--- config.mk ---
export PLATFORM = sky130hd
export DESIGN_NAME = pci_cfg_host
export DESIGN_NICKNAME = d
export VERILOG_FILES = /design/src/rtl/pci_cfg_pkg.sv /design/src/rtl/pci_cfg_decode.sv /design/src/rtl/pci_irq_router.sv /design/src/rtl/pci_addr_xlate.sv /design/src/rtl/pci_cfg_host.sv
export SDC_FILE = /design/constraint.sdc
export NUM_CORES = 1
export LEC_CHECK = 0
export ABC_CLOCK_PERIOD_IN_PS = 2400
export BUFFER_PORTS_ARGS = -buffer_cell sky130_fd_sc_hd__buf_2
export CORE_AREA = 2 2 211 213
export CTS_CLUSTER_SIZE = 24
export DETAILED_ROUTE_END_ITERATION = 8
export DIE_AREA = 0 0 213 215
export SLEW_MARGIN = 20
export SYNTH_ARGS = -nofsm -noshare
export SYNTH_HDL_FRONTEND = slang
export SYNTH_SLANG_ARGS = --single-unit
--- constraint.sdc ---
create_clock -name clk -period 2.4 [get_ports clk]
set_input_delay 0.24 -clock clk [delete_from_list [all_inputs] [get_ports clk]]
set_output_delay 0.24 -clock clk [all_outputs]
set_load 0.005 [all_outputs]
--- src/rtl/pci_cfg_pkg.sv ---
package pci_cfg_pkg;
  localparam int unsigned OFF_W = 28;  // 256 MB window

  typedef struct packed {
    logic [7:0] bus;
    logic [4:0] dev;
    logic [2:0] func;
  } bdf_t;

  typedef enum logic [1:0] {
    PIN_A = 2'd0,
    PIN_B = 2'd1,
    PIN_C = 2'd2
  } irq_pin_e;

  // Split a window offset into its position fields.
  function automatic bdf_t split_offset(input logic [OFF_W-1:0] off,
                                        input int unsigned dev_bits);
    logic [OFF_W-1:0] sh;
    bdf_t r;
    sh     = off >> dev_bits;
    r.func = sh[2:0];
    r.dev  = sh[7:3];
    r.bus  = sh[15:8];
    return r;
  endfunction

  // Base-plus-address translation, wide enough for any address width.
  function automatic logic [63:0] add_base(input logic [63:0] base,
                                           input logic [63:0] addr);
    return base + addr;
  endfunction
endpackage

--- src/rtl/pci_cfg_decode.sv ---
module pci_cfg_decode
  import pci_cfg_pkg::*;
#(
  parameter int unsigned ADDR_W    = 32,
  parameter logic [ADDR_W-1:0] CFG_BASE = 32'h3000_0000,
  parameter int unsigned DEV_BITS  = 16,
  parameter int unsigned NUM_SLOTS = 4,
  parameter logic [NUM_SLOTS*16-1:0] SLOT_BDF = '0
) (
  input  logic                 req_valid,
  input  logic [ADDR_W-1:0]    req_addr,
  output logic                 claim,
  output logic [NUM_SLOTS-1:0] sel,
  output logic [DEV_BITS-1:0]  reg_off
);
  bdf_t pos;
  logic in_win;

  assign in_win  = (req_addr[ADDR_W-1:OFF_W] == CFG_BASE[ADDR_W-1:OFF_W]);
  assign claim   = req_valid && in_win;
  assign pos     = split_offset(req_addr[OFF_W-1:0], DEV_BITS);
  assign reg_off = req_addr[DEV_BITS-1:0];

  for (genvar s = 0; s < NUM_SLOTS; s++) begin : g_slot
    localparam bdf_t ENTRY = SLOT_BDF[s*16 +: 16];
    assign sel[s] = claim && (pos.bus == 8'd0) && (pos == ENTRY);
  end
endmodule

--- src/rtl/pci_irq_router.sv ---
module pci_irq_router
  import pci_cfg_pkg::*;
#(
  parameter int unsigned NUM_SLOTS = 4,
  parameter int unsigned NUM_LINES = 16,
  parameter logic [NUM_SLOTS*2-1:0] SLOT_PIN = '0
) (
  input  logic [NUM_SLOTS*3-1:0] dev_irq,
  input  logic [NUM_SLOTS*8-1:0] dev_int_line,
  output logic [NUM_LINES-1:0]   host_irq
);
  logic [NUM_SLOTS-1:0] lvl;

  for (genvar s = 0; s < NUM_SLOTS; s++) begin : g_pin
    localparam int unsigned PIN = int'(SLOT_PIN[s*2 +: 2]);
    if (PIN <= int'(PIN_C)) begin : g_ok
      assign lvl[s] = dev_irq[s*3 + PIN];
    end else begin : g_none
      assign lvl[s] = 1'b0;
    end
  end

  always_comb begin
    host_irq = '0;
    for (int s = 0; s < NUM_SLOTS; s++) begin
      for (int k = 0; k < NUM_LINES; k++) begin
        if (dev_int_line[s*8 +: 8] == 8'(k)) host_irq[k] = host_irq[k] | lvl[s];
      end
    end
  end
endmodule

--- src/rtl/pci_addr_xlate.sv ---
module pci_addr_xlate
  import pci_cfg_pkg::*;
#(
  parameter int unsigned ADDR_W = 32,
  parameter logic [ADDR_W-1:0] BASE = '0
) (
  input  logic [ADDR_W-1:0] pci_addr,
  output logic [ADDR_W-1:0] phys_addr
);
  assign phys_addr = ADDR_W'(add_base(64'(BASE), 64'(pci_addr)));
endmodule

--- src/rtl/pci_cfg_host.sv ---
module pci_cfg_host
  import pci_cfg_pkg::*;
#(
  parameter int unsigned ADDR_W    = 32,
  parameter logic [ADDR_W-1:0] CFG_BASE = 32'h3000_0000,
  parameter int unsigned DEV_BITS  = 16,
  parameter int unsigned NUM_SLOTS = 4,
  parameter int unsigned NUM_LINES = 16,
  parameter logic [NUM_SLOTS*16-1:0] SLOT_BDF = 64'h0110_000B_0008_0000,
  parameter logic [NUM_SLOTS*2-1:0]  SLOT_PIN = 8'h24,
  parameter logic [ADDR_W-1:0] PIO_BASE = 32'h2F00_0000,
  parameter logic [ADDR_W-1:0] MEM_BASE = 32'h4000_0000,
  parameter logic [ADDR_W-1:0] DMA_BASE = 32'h8000_0000
) (
  input  logic                   clk,
  input  logic                   rst_n,
  input  logic                   req_valid,
  input  logic                   req_write,
  input  logic [ADDR_W-1:0]      req_addr,
  input  logic [31:0]            req_wdata,
  input  logic [3:0]             req_be,
  output logic                   req_claim,
  output logic                   rsp_valid,
  output logic [31:0]            rsp_rdata,
  output logic [NUM_SLOTS-1:0]   cfg_sel,
  output logic                   cfg_we,
  output logic [DEV_BITS-1:0]    cfg_reg,
  output logic [31:0]            cfg_wdata,
  output logic [3:0]             cfg_be,
  input  logic [NUM_SLOTS*32-1:0] cfg_rdata,
  input  logic [NUM_SLOTS*3-1:0] dev_irq,
  input  logic [NUM_SLOTS*8-1:0] dev_int_line,
  output logic [NUM_LINES-1:0]   host_irq,
  input  logic [ADDR_W-1:0]      pio_pci_addr,
  output logic [ADDR_W-1:0]      pio_phys_addr,
  input  logic [ADDR_W-1:0]      mem_pci_addr,
  output logic [ADDR_W-1:0]      mem_phys_addr,
  input  logic [ADDR_W-1:0]      dma_pci_addr,
  output logic [ADDR_W-1:0]      dma_phys_addr
);
  localparam int unsigned NXL = 3;
  localparam logic [NXL*ADDR_W-1:0] XL_BASES = {DMA_BASE, MEM_BASE, PIO_BASE};

  // Named internal events, visible to the bound checker.
  logic        acc_hit;
  logic [31:0] sel_rdata;
  logic [31:0] next_rdata;
  logic [NXL*ADDR_W-1:0] xl_in, xl_out;

  pci_cfg_decode #(
    .ADDR_W(ADDR_W), .CFG_BASE(CFG_BASE), .DEV_BITS(DEV_BITS),
    .NUM_SLOTS(NUM_SLOTS), .SLOT_BDF(SLOT_BDF)
  ) u_decode (
    .req_valid(req_valid), .req_addr(req_addr),
    .claim(req_claim), .sel(cfg_sel), .reg_off(cfg_reg)
  );

  assign acc_hit   = |cfg_sel;
  assign cfg_we    = req_write;
  assign cfg_wdata = req_wdata;
  assign cfg_be    = req_be;

  always_comb begin
    sel_rdata = '0;
    for (int s = 0; s < NUM_SLOTS; s++) begin
      if (cfg_sel[s]) sel_rdata = sel_rdata | cfg_rdata[s*32 +: 32];
    end
  end

  assign next_rdata = req_write ? 32'h0 : (acc_hit ? sel_rdata : 32'hFFFF_FFFF);

  always_ff @(posedge clk or negedge rst_n) begin
    if (!rst_n) begin
      rsp_valid <= 1'b0;
      rsp_rdata <= '0;
    end else begin
      rsp_valid <= req_claim;
      if (req_claim) rsp_rdata <= next_rdata;
    end
  end

  pci_irq_router #(
    .NUM_SLOTS(NUM_SLOTS), .NUM_LINES(NUM_LINES), .SLOT_PIN(SLOT_PIN)
  ) u_irq (
    .dev_irq(dev_irq), .dev_int_line(dev_int_line), .host_irq(host_irq)
  );

  assign xl_in = {dma_pci_addr, mem_pci_addr, pio_pci_addr};
  for (genvar x = 0; x < NXL; x++) begin : g_xl
    pci_addr_xlate #(
      .ADDR_W(ADDR_W), .BASE(XL_BASES[x*ADDR_W +: ADDR_W])
    ) u_xl (
      .pci_addr(xl_in[x*ADDR_W +: ADDR_W]), .phys_addr(xl_out[x*ADDR_W +: ADDR_W])
    );
  end
  assign pio_phys_addr = xl_out[0*ADDR_W +: ADDR_W];
  assign mem_phys_addr = xl_out[1*ADDR_W +: ADDR_W];
  assign dma_phys_addr = xl_out[2*ADDR_W +: ADDR_W];
endmodule

# Yosys cells after proc, flatten, opt, wreduce, memory -nomap -nowiden
# Cells that the tools add are included.
# classes
addsub,3
n_eq_ne,64
muxes,70
bitwise,51
reduce_logical,13
# ops
cell,n
$eq A8 B4 Y1 const B,32
$mux W32,6
$eq A8 B3 Y1 const B,16
$or A32 B32 Y32,3
$eq A8 B2 Y1 const B,8
$mux W1,64
$or A1 B1 Y1,48
$logic_not A8 Y1,5
$add A30 B32 Y32 const A,1
$add A31 B32 Y32 const A,1
$add A32 B32 Y32 const A,1
$eq A8 B1 Y1 const B,4
$eq A12 B4 Y1 const B,2
$logic_not A16 Y1,1
$eq A12 B9 Y1 const B,1
$logic_and A1 B1 Y1,6
$eq A4 B2 Y1 const B,1
$reduce_or A4 Y1,1
# totals
reg_bits,33
inputBits,340
out_inout_bits,203
word_cells,203

# Depth between registers and ports, before layout
# depth
depth_word,13
depth_mapped,6
ltp_nobuf,5

# Modules after synthesis
# Synthesis repeated with hierarchy kept, for this count alone.
# unflattened
hier_cells,464
area_unflattened_um2,3873.7
# by_module_without_submodules
module,instances,cells_per_inst,area_each_um2,seq_area_each_um2
pci_cfg_host,1,225,2217.1,825.8
pci_irq_router,1,102,650.6,0.0
pci_addr_xlate (g_xl[0].u_xl),1,42,302.8,0.0
pci_addr_xlate (g_xl[1].u_xl),1,32,237.7,0.0
pci_addr_xlate (g_xl[2].u_xl),1,32,236.5,0.0
pci_cfg_decode,1,31,229.0,0.0

# Worst setup path before layout
# OpenSTA, ideal clock, no wires.
# synth_timing
path_type,input to output
from,input dev_int_line[29]
to,output host_irq[1]
t_arrival_ns,1.485
t_required_ns,2.160
slack_ns,0.675
cell_stages,4
n_path_buf,0
path_cell_list,or4_4 -> or3_4 -> o32ai_1 -> a311o_2
# synth_between
elab_chain_cells,2
# synth_rtl
item,line,text
"start, declared",pci_cfg_host.sv:32,"input logic [NUM_SLOTS*8-1:0] dev_int_line,"
$eq A8 B1 Y1,pci_irq_router.sv:27,if (dev_int_line[s*8 +: 8] == 8'(k)) host_irq[k] = host_irq[k] | lvl[s];
$mux W1,pci_irq_router.sv:27,
"end, declared",pci_cfg_host.sv:33,"output logic [NUM_LINES-1:0] host_irq,"
# Every way passes these cells.

# Worst setup path in the final report
# layout_timing
from,input dev_int_line[13]
to,output host_irq[1]
# layout_between
elab_chain_cells,6
# layout_rtl
item,line
$eq A8 B1 Y1 *,pci_irq_router.sv:27
$mux W1 *,pci_irq_router.sv:27
$or A1 B1 Y1,pci_irq_router.sv:27
$mux W1 *,pci_irq_router.sv:27
$or A1 B1 Y1,pci_irq_router.sv:27
$mux W1 *,pci_irq_router.sv:27
# Mark *: on every way between the ends. The rest lies on a longest branch, timed or not.

==> impl_results.html <==
<table>
<tr><th>Metric</th><th>Value</th></tr>
<tr><th colspan="2">Finish</th></tr>
<tr><td>Filler Cell Count</td><td>5095</td></tr>
<tr><td>Fin area</td><td>4650 µm²</td></tr>
<tr><td>Commonest cells after routing, fill and taps aside</td><td>buf_2 (227), a21oi_1 (65), o22ai_1 (34)</td></tr>
<tr><td>Area occupied by multi-input gates</td><td>1660 µm²</td></tr>
<tr><td>Area delta synth-&gt;final</td><td>27.2%</td></tr>
<tr><td>Area used by sequential logic in the layout</td><td>826 µm²</td></tr>
<tr><td>Share of cells above drive strength 1</td><td>0.531</td></tr>
<tr><td>Most frequent standard cell in the layout excluding fill and tap cells</td><td>buf_2</td></tr>
<tr><td>Layout net count</td><td>875</td></tr>
<tr><td>Number of inserted diodes</td><td>0</td></tr>
<tr><td>Post-layout utilization of the core</td><td>0.107</td></tr>
<tr><th colspan="2">Drt</th></tr>
<tr><td>Pre-Repair DR Iteration Count</td><td>4</td></tr>
<tr><td>Antenna Nets Post-Route</td><td>0</td></tr>
<tr><td>Total Wirelength</td><td>16400 µm</td></tr>
<tr><td>Drt wl/cell</td><td>14.5 µm</td></tr>
<tr><td>DRC violation count after routing</td><td>0</td></tr>
<tr><td>Initial detailed-routing violation count</td><td>152</td></tr>
<tr><td>Number of vias per cell after detailed routing</td><td>3.38</td></tr>
<tr><td>Count of vias placed by the detailed router</td><td>3814</td></tr>
<tr><th colspan="2">Timing</th></tr>
<tr><td>Max_slew headroom</td><td>0.481</td></tr>
<tr><td>Setup-violating endpoint count in the final report</td><td>0</td></tr>
<tr><td>Final period utilization</td><td>0.925</td></tr>
<tr><td>Final WS setup</td><td>0.181 ns</td></tr>
<tr><td>Actual slew at the worst max-slew pin</td><td>0.777 ns</td></tr>
<tr><td>Tmin final</td><td>2.22 ns</td></tr>
<tr><td>Clock skew after layout</td><td>0 ns</td></tr>
<tr><td>Max-slew violation total from the final report</td><td>0</td></tr>
<tr><td>RSZ-0062 raised after global routing</td><td>false</td></tr>
<tr><td>Peak Freq</td><td>0.451 GHz</td></tr>
<tr><td>Number of hold-slack violations in the final timing report</td><td>0</td></tr>
<tr><td>Total negative slack for setup checks</td><td>0 ns</td></tr>
<tr><th colspan="2">Global routing</th></tr>
<tr><td>Number of antenna violations at the first check in global routing</td><td>3</td></tr>
<tr><td>Total gr overflow</td><td>0</td></tr>
<tr><td>Global router's overall resource usage</td><td>0.0660</td></tr>
<tr><td>Pin count of the biggest net entering global routing</td><td>35</td></tr>
<tr><td>First-pass GRT wire length</td><td>22600 µm</td></tr>
<tr><td>Vias in the first global route</td><td>3944</td></tr>
<tr><th colspan="2">Critical path</th></tr>
<tr><td>Worst endpoint data arrival time</td><td>1.98 ns</td></tr>
<tr><td>Worst reg2reg path endpoint</td><td>rsp_rdata[0]$_DFFE_PN0P_</td></tr>
<tr><td>Crit path max fanout</td><td>4</td></tr>
<tr><td>Crit start category</td><td>primary input</td></tr>
<tr><td>Category of the most critical setup path</td><td>in -&gt; out</td></tr>
<tr><td>Worst Reg2Reg Path Length in Cells</td><td>2</td></tr>
<tr><td>Critical R2R Launch</td><td>rsp_rdata[0]$_DFFE_PN0P_</td></tr>
<tr><td>Worst setup path start</td><td>dev_int_line[13]</td></tr>
<tr><td>Critical path endpoint category</td><td>primary output</td></tr>
<tr><td>Worst setup slack for register-to-register paths</td><td>1.63 ns</td></tr>
<tr><td>Critical path data required time</td><td>2.16 ns</td></tr>
<tr><th colspan="2">Floorplanning</th></tr>
<tr><td>Core Rows</td><td>77</td></tr>
<tr><td>Area inside the core boundary</td><td>43600 µm²</td></tr>
<tr><td>Effective utilization at floorplan</td><td>0.0838</td></tr>
<tr><td>X dimension of the die</td><td>213 µm</td></tr>
<tr><td>Vert. Die Dim</td><td>215 µm</td></tr>
<tr><td>Die ar.</td><td>45800 µm²</td></tr>
<tr><td>Number of I/O pins</td><td>543</td></tr>
<tr><th colspan="2">Synth</th></tr>
<tr><td>Post-synth EDFFs</td><td>0</td></tr>
<tr><td>Library cells used by synthesis</td><td>38</td></tr>
<tr><td>Synthesis Warnings</td><td>0</td></tr>
<tr><td>Async set or reset register ratio after synthesis</td><td>1.00</td></tr>
<tr><td>Mux share of post-synthesis cell area</td><td>0.0986</td></tr>
<tr><td>Syn Area/Cell</td><td>8.11 µm²</td></tr>
<tr><td>Post-synthesis instance total</td><td>451</td></tr>
<tr><td>Combinational family with the most area after synthesis</td><td>buffers and inverters</td></tr>
<tr><td>Synthesized-area fraction occupied by ao, oa, aoi and oai cells</td><td>0.222</td></tr>
<tr><td>Adder and majority cell fraction of the synthesized area</td><td>0.00342</td></tr>
<tr><td>Register bit total from synthesis</td><td>33</td></tr>
<tr><td>Xor-xnor portion of the synthesized cell area</td><td>0.0168</td></tr>
<tr><td>Post-synth net total</td><td>792</td></tr>
<tr><td>Dominant synthesized flop cell</td><td>dfrtp_1</td></tr>
<tr><td>Synth Area in Simple Gates</td><td>0.110</td></tr>
<tr><td>Post-Syn Area</td><td>3660 µm²</td></tr>
<tr><td>Share of the yosys chip area belonging to registers</td><td>0.226</td></tr>
<tr><th colspan="2">Clocking</th></tr>
<tr><td>H-tree depth reported by CTS</td><td>2</td></tr>
<tr><td>Cell chosen for the clock root</td><td>clkbuf_16</td></tr>
<tr><td>Clock transition at the registers of the reported paths</td><td>0.06 ns</td></tr>
<tr><td>Clock tree from TritonCTS</td><td>yes</td></tr>
<tr><td>Later-pin clock latency in the skew report</td><td>0.28 ns</td></tr>
<tr><td>Number of resized instances in the post-cts repair step</td><td>0</td></tr>
<tr><td>Maximum count of clock buffers along a single path</td><td>2</td></tr>
<tr><td>Clock buffer count from CTS</td><td>5</td></tr>
<tr><td>Number of sinks handled by clock tree synthesis</td><td>33</td></tr>
<tr><td>Number of setup buffers added after CTS</td><td>0</td></tr>
<tr><td>Number of buffers added to fix hold violations after cts</td><td>0</td></tr>
<tr><th colspan="2">Power and ir drop</th></tr>
<tr><td>Power per Cell Area</td><td>460 nW/µm²</td></tr>
<tr><td>VDD IR-drop max</td><td>0.000364 V</td></tr>
<tr><td>Total leakage power</td><td>2.05 nW</td></tr>
<tr><th colspan="2">Placement</th></tr>
<tr><td>Post-Place Setup Slack</td><td>0.255 ns</td></tr>
<tr><td>IO Port Bufs</td><td>227</td></tr>
<tr><td>HPWL Detailed</td><td>13500 µm</td></tr>
<tr><td>Global placement routability congestion</td><td>0.861</td></tr>
<tr><td>Placed inst area</td><td>4480 µm²</td></tr>
<tr><th colspan="2">Outcome</th></tr>
<tr><td>Result of the run</td><td>finished clean</td></tr>
<tr><th colspan="2">Run</th></tr>
<tr><td>Max cap viols</td><td>0</td></tr>
<tr><th colspan="2">Hold path</th></tr>
<tr><td>Class of the worst hold path</td><td>in -&gt; async</td></tr>
</table>
==> cells by family after synthesis <==
logic type      after synthesis
compound gates              131
xor+xnor                      7
fa+ha+maj                     1
buf+inv                     173
flops                        33
mux                          32
other cells                   1
simple gates                 73
==> through the flow <==
step | std cells | hold slack (ns) | power (mW)
3_3_place_gp | 1119 | 0.349 | 1.36
3_5_place_dp | 1119 | 0.358 | 1.38
2_1_floorplan | 451 | -0.0556 | 1.18
6_report | 1127 | 0.0305 | 2.14
5_1_grt | 1127 | 0.101 | 2.25
4_1_cts | 1127 | 0.0477 | 2.16
==> synthesized netlist by cell type, drive strengths merged (2+ instances only) <==
| library cell | number | area share |
|---|---|---|
| dfrtp | 33 | 0.23 |
| a311o | 4 | 0.012 |
| nand3 | 7 | 0.0096 |
| o221ai | 10 | 0.024 |
| a21oi | 65 | 0.089 |
| nand2b | 3 | 0.0051 |
| nor2 | 14 | 0.014 |
| or3 | 2 | 0.0048 |
| o32ai | 2 | 0.0048 |
| inv | 13 | 0.013 |
| and3 | 2 | 0.0034 |
| nor3 | 9 | 0.012 |
| o32a | 2 | 0.0055 |
| buf | 145 | 0.29 |
| nor3b | 6 | 0.012 |
| nor4 | 3 | 0.0051 |
| nand4b | 4 | 0.0096 |
| clkbuf | 15 | 0.015 |
| xor2 | 5 | 0.012 |
| o22ai | 34 | 0.058 |
| nand4 | 2 | 0.0034 |
| or2 | 3 | 0.0051 |
| or4 | 2 | 0.0051 |
| a22oi | 12 | 0.025 |
| xnor2 | 2 | 0.0048 |
| nand2 | 13 | 0.013 |
| mux2 | 32 | 0.099 |
==> worst max-delay path: stages <==
cell and delay, ns:
buf_2 0.09, or4_1 0.65, or3_1 0.49, o32ai_1 0.19
a311o_2 0.17, buf_2 0.14
==> power breakdown <==
group          switching (mW)  total, mW  internal, mW
Combinational           0.320      0.639         0.319
Sequential             0.0657      0.733         0.667
Clock                   0.248      0.767         0.519
Total                   0.634       2.14          1.50
==> state kept, by name, indices dropped and copies added, names as in the netlist <==
name,count
rsp_valid,1
rsp_rdata,32
==> layout make-up <==
cell class | instances | share of cell area
multi-input combinational | 245 | 0.357
timing repair buffer | 236 | 0.259
sequential | 33 | 0.178
tap | 592 | 0.159
clock buffer | 7 | 0.0307
inverter | 13 | 0.0105
clock inverter | 1 | 0.00646
==> worst max-delay path by stage <==
stage / end
after floorplan: host_irq[1]
after global placement: host_irq[1]
after detailed placement: host_irq[1]
after CTS: host_irq[1]
after global routing: host_irq[11]
final: host_irq[1]
==> layer usage <==
layer / wire (µm) / up-vias / part of all wire / GRT usage
met5: 12 / - / 0.00073 / 0
met4: 1600 / 2 / 0.098 / 0.0664
met3: 1900 / 116 / 0.12 / 0.0189
met2: 8200 / 347 / 0.50 / 0.130
met1: 4650 / 1693 / 0.28 / 0.0478
li1: - / 1656 / - / -
Note: power is estimated with default switching activity, not from simulation.
